--- config.mk ---
export PLATFORM = sky130hd
export DESIGN_NAME = cachemon_ctr_bank
export DESIGN_NICKNAME = d
export VERILOG_FILES = /design/src/rtl/cachemon_pkg.sv /design/src/rtl/cachemon_addr_dec.sv /design/src/rtl/cachemon_ev_tally.sv /design/src/rtl/cachemon_ctr_slot.sv /design/src/rtl/cachemon_ctr_bank.sv
export SDC_FILE = /design/constraint.sdc
export NUM_CORES = 2
export LEC_CHECK = 0
export CAP_MARGIN = 30
export CELL_PAD_IN_SITES_DETAIL_PLACEMENT = 0
export CELL_PAD_IN_SITES_GLOBAL_PLACEMENT = 1
export CORE_MARGIN = 2
export CORE_UTILIZATION = 45
export CTS_CLUSTER_DIAMETER = 150
export DETAILED_ROUTE_END_ITERATION = 10
export DONT_BUFFER_PORTS = 1
export PLACE_DENSITY = 0.69
export SLEW_MARGIN = 20
export SYNTH_ARGS = -nofsm -noshare
export SYNTH_HDL_FRONTEND = slang
export SYNTH_SLANG_ARGS = --single-unit
export TNS_END_PERCENT = 100
--- constraint.sdc ---
create_clock -name clk -period 10.82 [get_ports clk]
set_clock_uncertainty 0.15 [all_clocks]
set_input_delay 1.623 -clock clk [delete_from_list [all_inputs] [get_ports clk]]
set_output_delay 1.623 -clock clk [all_outputs]
set_load 0.005 [all_outputs]
--- src/rtl/cachemon_pkg.sv ---
package cachemon_pkg;
  // event group sizes (behavioural: select bit n+8 enables event n)
  localparam int SET1_W  = 20;
  localparam int SET2_W  = 19;
  localparam int SET3_W  = 14;
  localparam int SET4_W  = 1;
  localparam int MAX_EV  = 20;
  localparam int INC_W   = $clog2(MAX_EV + 1);
  localparam int SEL_USE = MAX_EV + 8;
  localparam int AW      = 14;
  localparam int DW      = 32;
  localparam int RW      = 64;

  // address regions, decoded on reg_addr[13:9]
  localparam logic [4:0]  SEL_REGION = 5'b10000;
  localparam logic [4:0]  CNT_REGION = 5'b11000;
  // filter doubleword, decoded on reg_addr[13:3]
  localparam logic [10:0] FILT_DWORD = 11'h500;

  typedef struct packed {
    logic       sel;
    logic       cnt;
    logic       filt;
    logic       hi;
    logic [5:0] idx;
  } reg_hit_t;

  function automatic logic [RW-1:0] merge_word(logic [RW-1:0] cur, logic hi,
                                               logic [DW-1:0] w);
    logic [RW-1:0] r;
    r = cur;
    if (hi) r[RW-1:DW] = w;
    else    r[DW-1:0]  = w;
    return r;
  endfunction

  function automatic logic [DW-1:0] pick_word(logic [RW-1:0] v, logic hi);
    return hi ? v[RW-1:DW] : v[DW-1:0];
  endfunction
endpackage

--- src/rtl/cachemon_addr_dec.sv ---
module cachemon_addr_dec
  import cachemon_pkg::*;
(
  input  logic [AW-1:0] addr,
  output reg_hit_t      hit
);
  logic unused_lsb;
  assign unused_lsb = ^addr[1:0];

  always_comb begin
    hit      = '0;
    hit.hi   = addr[2];
    hit.idx  = addr[8:3];
    hit.sel  = (addr[13:9] == SEL_REGION);
    hit.cnt  = (addr[13:9] == CNT_REGION);
    hit.filt = (addr[13:3] == FILT_DWORD);
  end
endmodule

--- src/rtl/cachemon_ev_tally.sv ---
module cachemon_ev_tally
  import cachemon_pkg::*;
(
  input  logic [SEL_USE-1:0] sel,
  input  logic [SET1_W-1:0]  ev1,
  input  logic [SET2_W-1:0]  ev2,
  input  logic [SET3_W-1:0]  ev3,
  input  logic [SET4_W-1:0]  ev4,
  output logic [INC_W-1:0]   inc
);
  logic [MAX_EV-1:0] armed;

  always_comb begin
    case (sel[7:0])
      8'd1:    armed = MAX_EV'(ev1 & sel[8 +: SET1_W]);
      8'd2:    armed = MAX_EV'(ev2 & sel[8 +: SET2_W]);
      8'd3:    armed = MAX_EV'(ev3 & sel[8 +: SET3_W]);
      8'd4:    armed = MAX_EV'(ev4 & sel[8 +: SET4_W]);
      default: armed = '0;
    endcase
  end

  always_comb begin
    inc = '0;
    for (int b = 0; b < MAX_EV; b++) begin
      inc = inc + INC_W'(armed[b]);
    end
  end
endmodule

--- src/rtl/cachemon_ctr_slot.sv ---
module cachemon_ctr_slot
  import cachemon_pkg::*;
#(
  parameter int SLOT_ID = 0
) (
  input  logic              clk,
  input  logic              rst_n,
  input  logic              wr_en,
  input  reg_hit_t          hit,
  input  logic [DW-1:0]     wdata,
  input  logic [SET1_W-1:0] ev1,
  input  logic [SET2_W-1:0] ev2,
  input  logic [SET3_W-1:0] ev3,
  input  logic [SET4_W-1:0] ev4,
  output logic [DW-1:0]     rd_word,
  output logic [RW-1:0]     sel_q,
  output logic [RW-1:0]     cnt_q
);
  logic             id_match, sel_we, cnt_we, sel_en, cnt_en;
  logic [RW-1:0]    sel_d, cnt_d;
  logic [INC_W-1:0] inc;
  logic             unused_filt;

  assign unused_filt = hit.filt;
  assign id_match    = (hit.idx == 6'(SLOT_ID));
  assign sel_we      = wr_en & hit.sel & id_match;
  assign cnt_we      = wr_en & hit.cnt & id_match;

  cachemon_ev_tally u_tally (
    .sel (sel_q[SEL_USE-1:0]),
    .ev1 (ev1),
    .ev2 (ev2),
    .ev3 (ev3),
    .ev4 (ev4),
    .inc (inc)
  );

  // next state: a register write overrides the cycle's increment
  always_comb begin
    sel_d  = merge_word(sel_q, hit.hi, wdata);
    sel_en = sel_we;
    if (cnt_we) cnt_d = merge_word(cnt_q, hit.hi, wdata);
    else        cnt_d = cnt_q + RW'(inc);
    cnt_en = cnt_we | (inc != '0);
  end

  always_ff @(posedge clk or negedge rst_n) begin
    if (!rst_n) begin
      sel_q <= '0;
      cnt_q <= '0;
    end else begin
      if (sel_en) sel_q <= sel_d;
      if (cnt_en) cnt_q <= cnt_d;
    end
  end

  always_comb begin
    rd_word = '0;
    if (id_match && hit.sel) rd_word = pick_word(sel_q, hit.hi);
    if (id_match && hit.cnt) rd_word = pick_word(cnt_q, hit.hi);
  end
endmodule

--- src/rtl/cachemon_ctr_bank.sv ---
module cachemon_ctr_bank
  import cachemon_pkg::*;
#(
  parameter int NUM_CTR = 8
) (
  input  logic        clk,
  input  logic        rst_n,
  input  logic        reg_wr_en,
  input  logic        reg_rd_en,
  input  logic [13:0] reg_addr,
  input  logic [31:0] reg_wdata,
  output logic [31:0] reg_rdata,
  input  logic [19:0] ev_set1,
  input  logic [18:0] ev_set2,
  input  logic [13:0] ev_set3,
  input  logic [0:0]  ev_set4
);
  reg_hit_t                    hit;
  logic [NUM_CTR-1:0][DW-1:0]  slot_rd;
  logic [NUM_CTR-1:0][RW-1:0]  slot_sel;
  logic [NUM_CTR-1:0][RW-1:0]  slot_cnt;
  logic [RW-1:0]               filt_q, filt_d;
  logic                        filt_en;
  logic [DW-1:0]               rd_mux, rdata_q;

  cachemon_addr_dec u_dec (
    .addr (reg_addr),
    .hit  (hit)
  );

  for (genvar i = 0; i < NUM_CTR; i++) begin : g_slot
    cachemon_ctr_slot #(.SLOT_ID(i)) u_slot (
      .clk     (clk),
      .rst_n   (rst_n),
      .wr_en   (reg_wr_en),
      .hit     (hit),
      .wdata   (reg_wdata),
      .ev1     (ev_set1),
      .ev2     (ev_set2),
      .ev3     (ev_set3),
      .ev4     (ev_set4),
      .rd_word (slot_rd[i]),
      .sel_q   (slot_sel[i]),
      .cnt_q   (slot_cnt[i])
    );
  end

  always_comb begin
    filt_en = reg_wr_en & hit.filt;
    filt_d  = merge_word(filt_q, hit.hi, reg_wdata);
  end

  always_comb begin
    rd_mux = hit.filt ? pick_word(filt_q, hit.hi) : '0;
    for (int i = 0; i < NUM_CTR; i++) begin
      rd_mux = rd_mux | slot_rd[i];
    end
  end

  always_ff @(posedge clk or negedge rst_n) begin
    if (!rst_n) begin
      filt_q  <= '0;
      rdata_q <= '0;
    end else begin
      if (filt_en)   filt_q  <= filt_d;
      if (reg_rd_en) rdata_q <= rd_mux;
    end
  end

  assign reg_rdata = rdata_q;
endmodule

# After elaboration in Yosys (flattened, before gate mapping)

Index checks and enable logic that the tools add are counted.
Widths: inputs -> output; s select.

Flip-flop bits (word level): 1120
Input bits: 104
Output and inout port bits: 32
Logic and storage cells: 432

Add/subtract/negate cells: 160
Equal/unequal tests: 58
Multiplexer cells: 52
Bitwise operators: 68
Reductions and logical operators: 59

Operators by type and width:

| operator             | count |
|---|---|
| $mux 32              | 36 |
| $pmux 20 s4          | 8 |
| $add 5x1->5          | 120 |
| $add 64x5->64        | 8 |
| $mux 64              | 8 |
| $or 32x32->32        | 8 |
| $and 20x20->20       | 8 |
| $and 19x19->19       | 8 |
| $eq 8x2->1 const B   | 16 |
| $and 14x14->14       | 8 |
| $reduce_and 2->1     | 34 |
| $eq 8x1->1 const B   | 8 |
| $eq 8x3->1 const B   | 8 |
| $add 4x1->5          | 8 |
| $reduce_bool 5->1    | 8 |
| $add 3x1->4          | 8 |
| $ne 2x2->1 const B   | 16 |
| $and 1x1->1          | 27 |
| $add 2x1->3          | 8 |
| $eq 6x3->1 const B   | 4 |
| $add 1x1->2          | 8 |
| $logic_and 1x1->1    | 16 |
| $eq 6x2->1 const B   | 2 |
| $eq 11x11->1 const B | 1 |
| 5 further kinds      | 13 |

# Logic depth before layout (Yosys ltp)

Word-level depth: 24
Depth in mapped cells: 31
Gate-level depth less buffers: 29

# Cells and area by module

Synthesis repeated with hierarchy kept, for this count alone.

Cell total of the unflattened synthesis: 8016
Area total of the unflattened synthesis: 76659.8 µm²

Modules (own cells, without submodules):

| module                                           | times used | cells an instance | area an instance (µm²) | sequential area each (µm²) |
|---|---|---|---|---|
| cachemon_ctr_slot (g_slot[5].u_slot ...)         | 2          | 852               | 7961.4                 | 3203.1 |
| cachemon_ctr_slot (g_slot[3].u_slot)             | 1          | 821               | 8055.2                 | 3203.1 |
| cachemon_ctr_slot (g_slot[7].u_slot)             | 1          | 845               | 7927.6                 | 3203.1 |
| cachemon_ctr_slot (g_slot[0].u_slot)             | 1          | 828               | 7916.3                 | 3203.1 |
| cachemon_ctr_slot (g_slot[1].u_slot)             | 1          | 830               | 7848.8                 | 3203.1 |
| cachemon_ctr_slot (g_slot[4].u_slot)             | 1          | 840               | 7846.3                 | 3203.1 |
| cachemon_ctr_slot (g_slot[2].u_slot)             | 1          | 828               | 7845.0                 | 3203.1 |
| cachemon_ev_tally (g_slot[3].u_slot.u_tally ...) | 5          | 115               | 1027.2                 | 0.0 |
| cachemon_ctr_bank                                | 1          | 375               | 4932.2                 | 2402.3 |
| cachemon_ev_tally (g_slot[0].u_slot.u_tally ...) | 3          | 119               | 1042.2                 | 0.0 |
| cachemon_addr_dec                                | 1          | 13                | 102.6                  | 0.0 |

# Least setup slack after synthesis

Ideal clock, no wire load.

Path type: input-to-reg
Start point: in ev_set4
End point: reg g_slot[4].u_slot.cnt_q[58]
Setup time: 0.094 ns
Data arrival time: 7.789 ns
Data required time: 10.576 ns
Slack: 2.787 ns
Cell stages on the path: 24
Buffers on the path: 1
Cell sequence: clkbuf_1 > a31oi_1 > o311ai_0 > nand3_1 > fa_1 > fa_1 > inv_1 > fa_1 > fa_1 > inv_1 > fa_1 > inv_1 > ha_1 > nand3_1 > and3_1 > or2_2 > ha_1 > o21ai_0 > o21ai_0 > nand2_1 > or4_1 > nor3_1 > nor3_1 > a211oi_1

Longest elaborated chain between the ends: 24
Elaborated cells on any way between the ends: 26
Classes of those cells: add/sub: 20; mux: 2; bitwise: 2; reduce/logical: 2

RTL lines:

| what                                                  | RTL line                | text |
|---|---|---|
| start, declared                                       | cachemon_ctr_bank.sv:16 | `input logic [0:0] ev_set4` |
| $and 1x1->1 *                                         | cachemon_ev_tally.sv:18 | `8'd4: armed = MAX_EV'(ev4 & sel[8 +: SET4_W]);` |
| $pmux 20 s4 *                                         | cachemon_ev_tally.sv:14 | `case (sel[7:0])` |
| $add 1x1->2 *                                         | cachemon_ev_tally.sv:26 | `inc = inc + INC_W'(armed[b]);` |
| $add 2x1->3 *                                         | cachemon_ev_tally.sv:26 |  |
| $add 3x1->4 *                                         | cachemon_ev_tally.sv:26 |  |
| $add 4x1->5 *                                         | cachemon_ev_tally.sv:26 |  |
| $add 5x1->5 * (15 in a row)                           | cachemon_ev_tally.sv:26 |  |
| branches (longest 3 deep; another with $add 64x5->64) | n/a                     |  |
| end signal, assigned                                  | cachemon_ctr_slot.sv:53 | `if (cnt_en) cnt_q <= cnt_d;` |
| end, declared                                         | cachemon_ctr_slot.sv:17 | `output logic [RW-1:0] cnt_q` |

Mark *: on every way between the ends.
A chain may end at the register's enable or synchronous reset.

# Worst setup path in the final report

Start point: reg g_slot[6].u_slot.sel_q[3]
End point: reg g_slot[6].u_slot.cnt_q[60]

Longest elaborated chain between the ends: 24
Elaborated cells on any way between the ends: 29
Classes of those cells: add/sub: 20; eq/ne: 4; mux: 2; bitwise: 1; reduce/logical: 2

RTL lines:

| what                                                  | RTL line                | text |
|---|---|---|
| start, declared                                       | cachemon_ctr_slot.sv:16 | `output logic [RW-1:0] sel_q,` |
| start signal, assigned                                | cachemon_ctr_slot.sv:52 | `if (sel_en) sel_q <= sel_d;` |
| $eq 8x3->1 (tied with other cells)                    | cachemon_ev_tally.sv:14 |  |
| $pmux 20 s4 *                                         | cachemon_ev_tally.sv:14 |  |
| $add 1x1->2                                           | cachemon_ev_tally.sv:26 |  |
| $add 2x1->3                                           | cachemon_ev_tally.sv:26 |  |
| $add 3x1->4                                           | cachemon_ev_tally.sv:26 |  |
| $add 4x1->5                                           | cachemon_ev_tally.sv:26 |  |
| $add 5x1->5 (14 in a row)                             | cachemon_ev_tally.sv:26 |  |
| $add 5x1->5 *                                         | cachemon_ev_tally.sv:26 |  |
| branches (longest 3 deep; another with $add 64x5->64) | n/a                     |  |
| end signal, assigned                                  | cachemon_ctr_slot.sv:53 |  |
| end, declared                                         | cachemon_ctr_slot.sv:17 |  |

Marks and branches as above.

==> out/summary.log <==
qor: outcome.status complete, no violations
qor: cts.number_of_gates_given_a_new_drive_strength_after_cts 0
qor: logic_synthesis.ys_async_sr_fraction 1.00
qor: timing.final.setup.tns 0 ns
qor: hold_path.worstHoldPathType reg2reg
qor: place.port_buffers 0
qor: hold_path.hold_path.startpoint filt_q[11]
qor: floorplan.initial_core_util 0.454
qor: final_layout.layout_common_cells 1120 x dfrtp_1, 679 x nand2_1, 625 x a21oi_1
qor: worst_setup_path.crit_path_end_kind flop
qor: logic_synthesis.syn_area_per_cell 9.25 um2
qor: cts.htreeDepth 4
qor: worst_setup_path.setup.reg_to_reg.worst_slack 1.20 ns
qor: worst_setup_path.r2r.worst_path.cells 26
qor: route.vias_per_cell 7.17
qor: logic_synthesis.yosys.area_share.adder 0.0494
qor: power.power-per-cell-area 120 nW/um2
qor: cts.clock_tree.buffer_depth 3
qor: final_layout.layout-area-overhead-vs-synth 9.72%
qor: logic_synthesis.ys.warnings.count 0
qor: place.finalWeightedCongestion 1.05
qor: logic_synthesis.basic_gate_share_of_the_synthesized_area_counting_and_or_nand_and_nor_cells 0.161
qor: worst_setup_path.r2r_end g_slot[6].u_slot.cnt_q[60]
qor: logic_synthesis.synthesis.nets 8213
qor: timing.maxSlewHeadroom 0.00271
qor: place.place_hpwl 259000 um
qor: worst_setup_path.r2r_start g_slot[6].u_slot.sel_q[3]
qor: cts.tritoncts done
qor: route.wl_per_cell 38.8 um
qor: route.route.detailed.drc 0
qor: logic_synthesis.synth-seq-cells 1120
qor: floorplan.die-height 407 um
qor: logic_synthesis.compound_cell_area_share_of_the_yosys_netlist 0.191
qor: floorplan.core_region_area 161000 um2
qor: cts.clk_pin_slew 0.06 ns
qor: place.place_area 75100 um2
qor: cts.cts_hold_buf 0
qor: global_routing.grt.overflow.total 0
qor: cts.post-cts-setup-buffers 0
qor: final_layout.layout_cells_sized_above_1 0.152
qor: cts.numClockSinks 1120
qor: floorplan.die_w 407 um
qor: power.worst_ir_drop_vdd 0.176 mV
qor: power.leakage 34.9 nW
qor: floorplan.num_rows 147
qor: logic_synthesis.most_frequently_used_flop_master_after_synthesis dfrtp_1
qor: worst_setup_path.worst_ep_required_time 11.35 ns
qor: power.fin_total_pwr 9.64 mW
qor: timing.final.min_clock_period 9.62 ns
qor: logic_synthesis.synth-edff-count 0
qor: logic_synthesis.dominant_combinational_cell_family_by_area_after_synthesis compound AO/OA/AOI/OAI gates
qor: cts.root_buffer clkbuf_16
qor: logic_synthesis.muxShareOfSynthArea 0.163
qor: global_routing.via_count_of_the_first_global_routing_pass 65000
qor: timing.final.period_utilization 0.889
qor: run.max_cap_violations 0
qor: final_layout.fin_area 80100 um2
qor: logic_synthesis.synth.cell_area 73000 um2
qor: global_routing.grt_start_max_net_pins 531
qor: worst_setup_path.crit_path_max_fanout 15
qor: final_layout.design.final.nets 7913
qor: hold_path.hold_path_depth 2
qor: logic_synthesis.synth-xor-area-share 0.00696
qor: logic_synthesis.post_synth_num_cell_types 105
qor: timing.drv_slew 0
qor: route.drtAntennaViolNets 0
qor: worst_setup_path.timing.critical_path.from_type flop
qor: global_routing.grtUsageTotal 0.458
qor: final_layout.postLayoutCoreUtil 0.498
qor: timing.unrepaired_setup_endpoints_after_global_routing no
qor: global_routing.global_route_wire_length_before_repair 527000 um
qor: timing.max_freq 104 MHz
qor: worst_setup_path.crit_top_cell fa_1
qor: route.drtPass1Iterations 7
qor: floorplan.io_pins 136
qor: hold_path.worst_hold_path.endpoint filt_q[11]
qor: global_routing.grt_antenna_before_repair 39
qor: worst_setup_path.slowest_stage nand4b_1
qor: logic_synthesis.synthCells 7893
qor: route.drt-initial-drc-count 11000
qor: worst_setup_path.worst_path_largest_cell_delay 0.72 ns
qor: final_layout.layout.cells.most_common dfrtp_1
qor: route.totalWireLength 384000 um
qor: timing.setup_viol_count_final 0
qor: worst_setup_path.critical_path_class reg2reg
qor: timing.hold_viol 0
qor: floorplan.design.die.area 165000 um2
qor: timing.worst_slew_pin_slew 1.50 ns
qor: cts.number_of_buffers_added_by_the_clock_tree_synthesis_step 140
qor: worst_setup_path.worst_endpoint_data_arrival_time 10.16 ns
qor: route.routed-via-count 70900
qor: logic_synthesis.seq_area_frac_synth 0.384
qor: cts.worst_skew_late_latency 0.84 ns
worst max-delay path by stage:
| stage | startpoint | to | slack [ns] | cells past startpoint |
|---|---|---|---|---|
| 2_1_floorplan | ev_set4 | g_slot[4].u_slot.cnt_q[58] | 2.79 | 24 |
| 3_3_place_gp | ev_set2[0] | g_slot[4].u_slot.cnt_q[58] | 1.58 | 22 |
| 3_5_place_dp | ev_set2[0] | g_slot[4].u_slot.cnt_q[58] | 1.55 | 21 |
| 4_1_cts | g_slot[6].u_slot.sel_q[3] | g_slot[6].u_slot.cnt_q[60] | 1.48 | 26 |
| 5_1_grt | g_slot[6].u_slot.sel_q[3] | g_slot[6].u_slot.cnt_q[60] | 1.03 | 26 |
| 6_report | g_slot[6].u_slot.sel_q[3] | g_slot[6].u_slot.cnt_q[60] | 1.20 | 26 |
final cells by class:
class,count,area [um2]
flip-flops and latches,1120,28000
diodes,32,80.1
clock buffers,204,4070
fillers,15400,80600
repair buffers,201,1850
inverters,201,757
clock inverters,48,638
multi-input cells,5929,42000
well taps,2160,2700
flip-flops by register name (all words and copies together), names as in the netlist:
register	flops
g_slot.u_slot.cnt_q	512
g_slot.u_slot.sel_q	512
filt_q	64
reg_rdata	32
layer usage:
| layer | vias to the layer above | wire length [um] | global-route usage |
|---|---|---|---|
| li1 | 28800 | - | - |
| met1 | 35800 | 143000 | 0.581 |
| met2 | 5101 | 155000 | 0.626 |
| met3 | 1220 | 51700 | 0.175 |
| met4 | 24 | 33500 | 0.343 |
| met5 | - | 335 | 0.00208 |
worst max-delay path, delay by kind of cell (launching register included):
family          cells  cell delay, ns
flops               1            0.39
simple gates        8            3.54
compound gates      6            1.34
xor+xnor            1            0.60
buf+inv             4            0.26
fa+ha+maj           7            3.16
report_power, final:
group	switching, mW	internal, mW	total (mW)
combinational	0.284	0.124	0.408
sequential	0.0561	4.22	4.28
clock	2.07	2.88	4.95
total	2.41	7.23	9.64
cell usage after synthesis (all sizes together), types with 63 or more instances:
cell type	n	area, um2
ha	96	1200
clkbuf	461	1730
a211oi	74	568
nand4	126	807
o21ai	455	2280
fa	120	2400
a21oi	636	3200
nor3	139	758
nor2	504	1910
nand2	692	2600
buf	182	821
o22a	63	552
dfrtp	1120	28000
a31oi	100	626
o22ai	320	2000
and3	145	907
mux2i	490	4900
nand3	356	1800
nor4	108	850
mux2	608	6850
inv	200	751
kinds of logic after synthesis:
group                      Yosys count
muxes                             1104
buffers and inverters              844
DFF                               1120
and+or+nand+nor                   2357
xor gates and xnor gates            58
adders and majority gates          216
AOI/OAI and AO/OA                 2194
stage by stage:
step	hold slack (ns)	worst slack (ns)	instances
6_report	0.333	1.20	9895
5_1_grt	0.344	1.03	9863
4_1_cts	0.323	1.48	9841
3_5_place_dp	0.320	1.55	9589
3_3_place_gp	0.312	1.58	9558
2_1_floorplan	0.295	2.79	7893
Power figures use the tool's default switching activity.
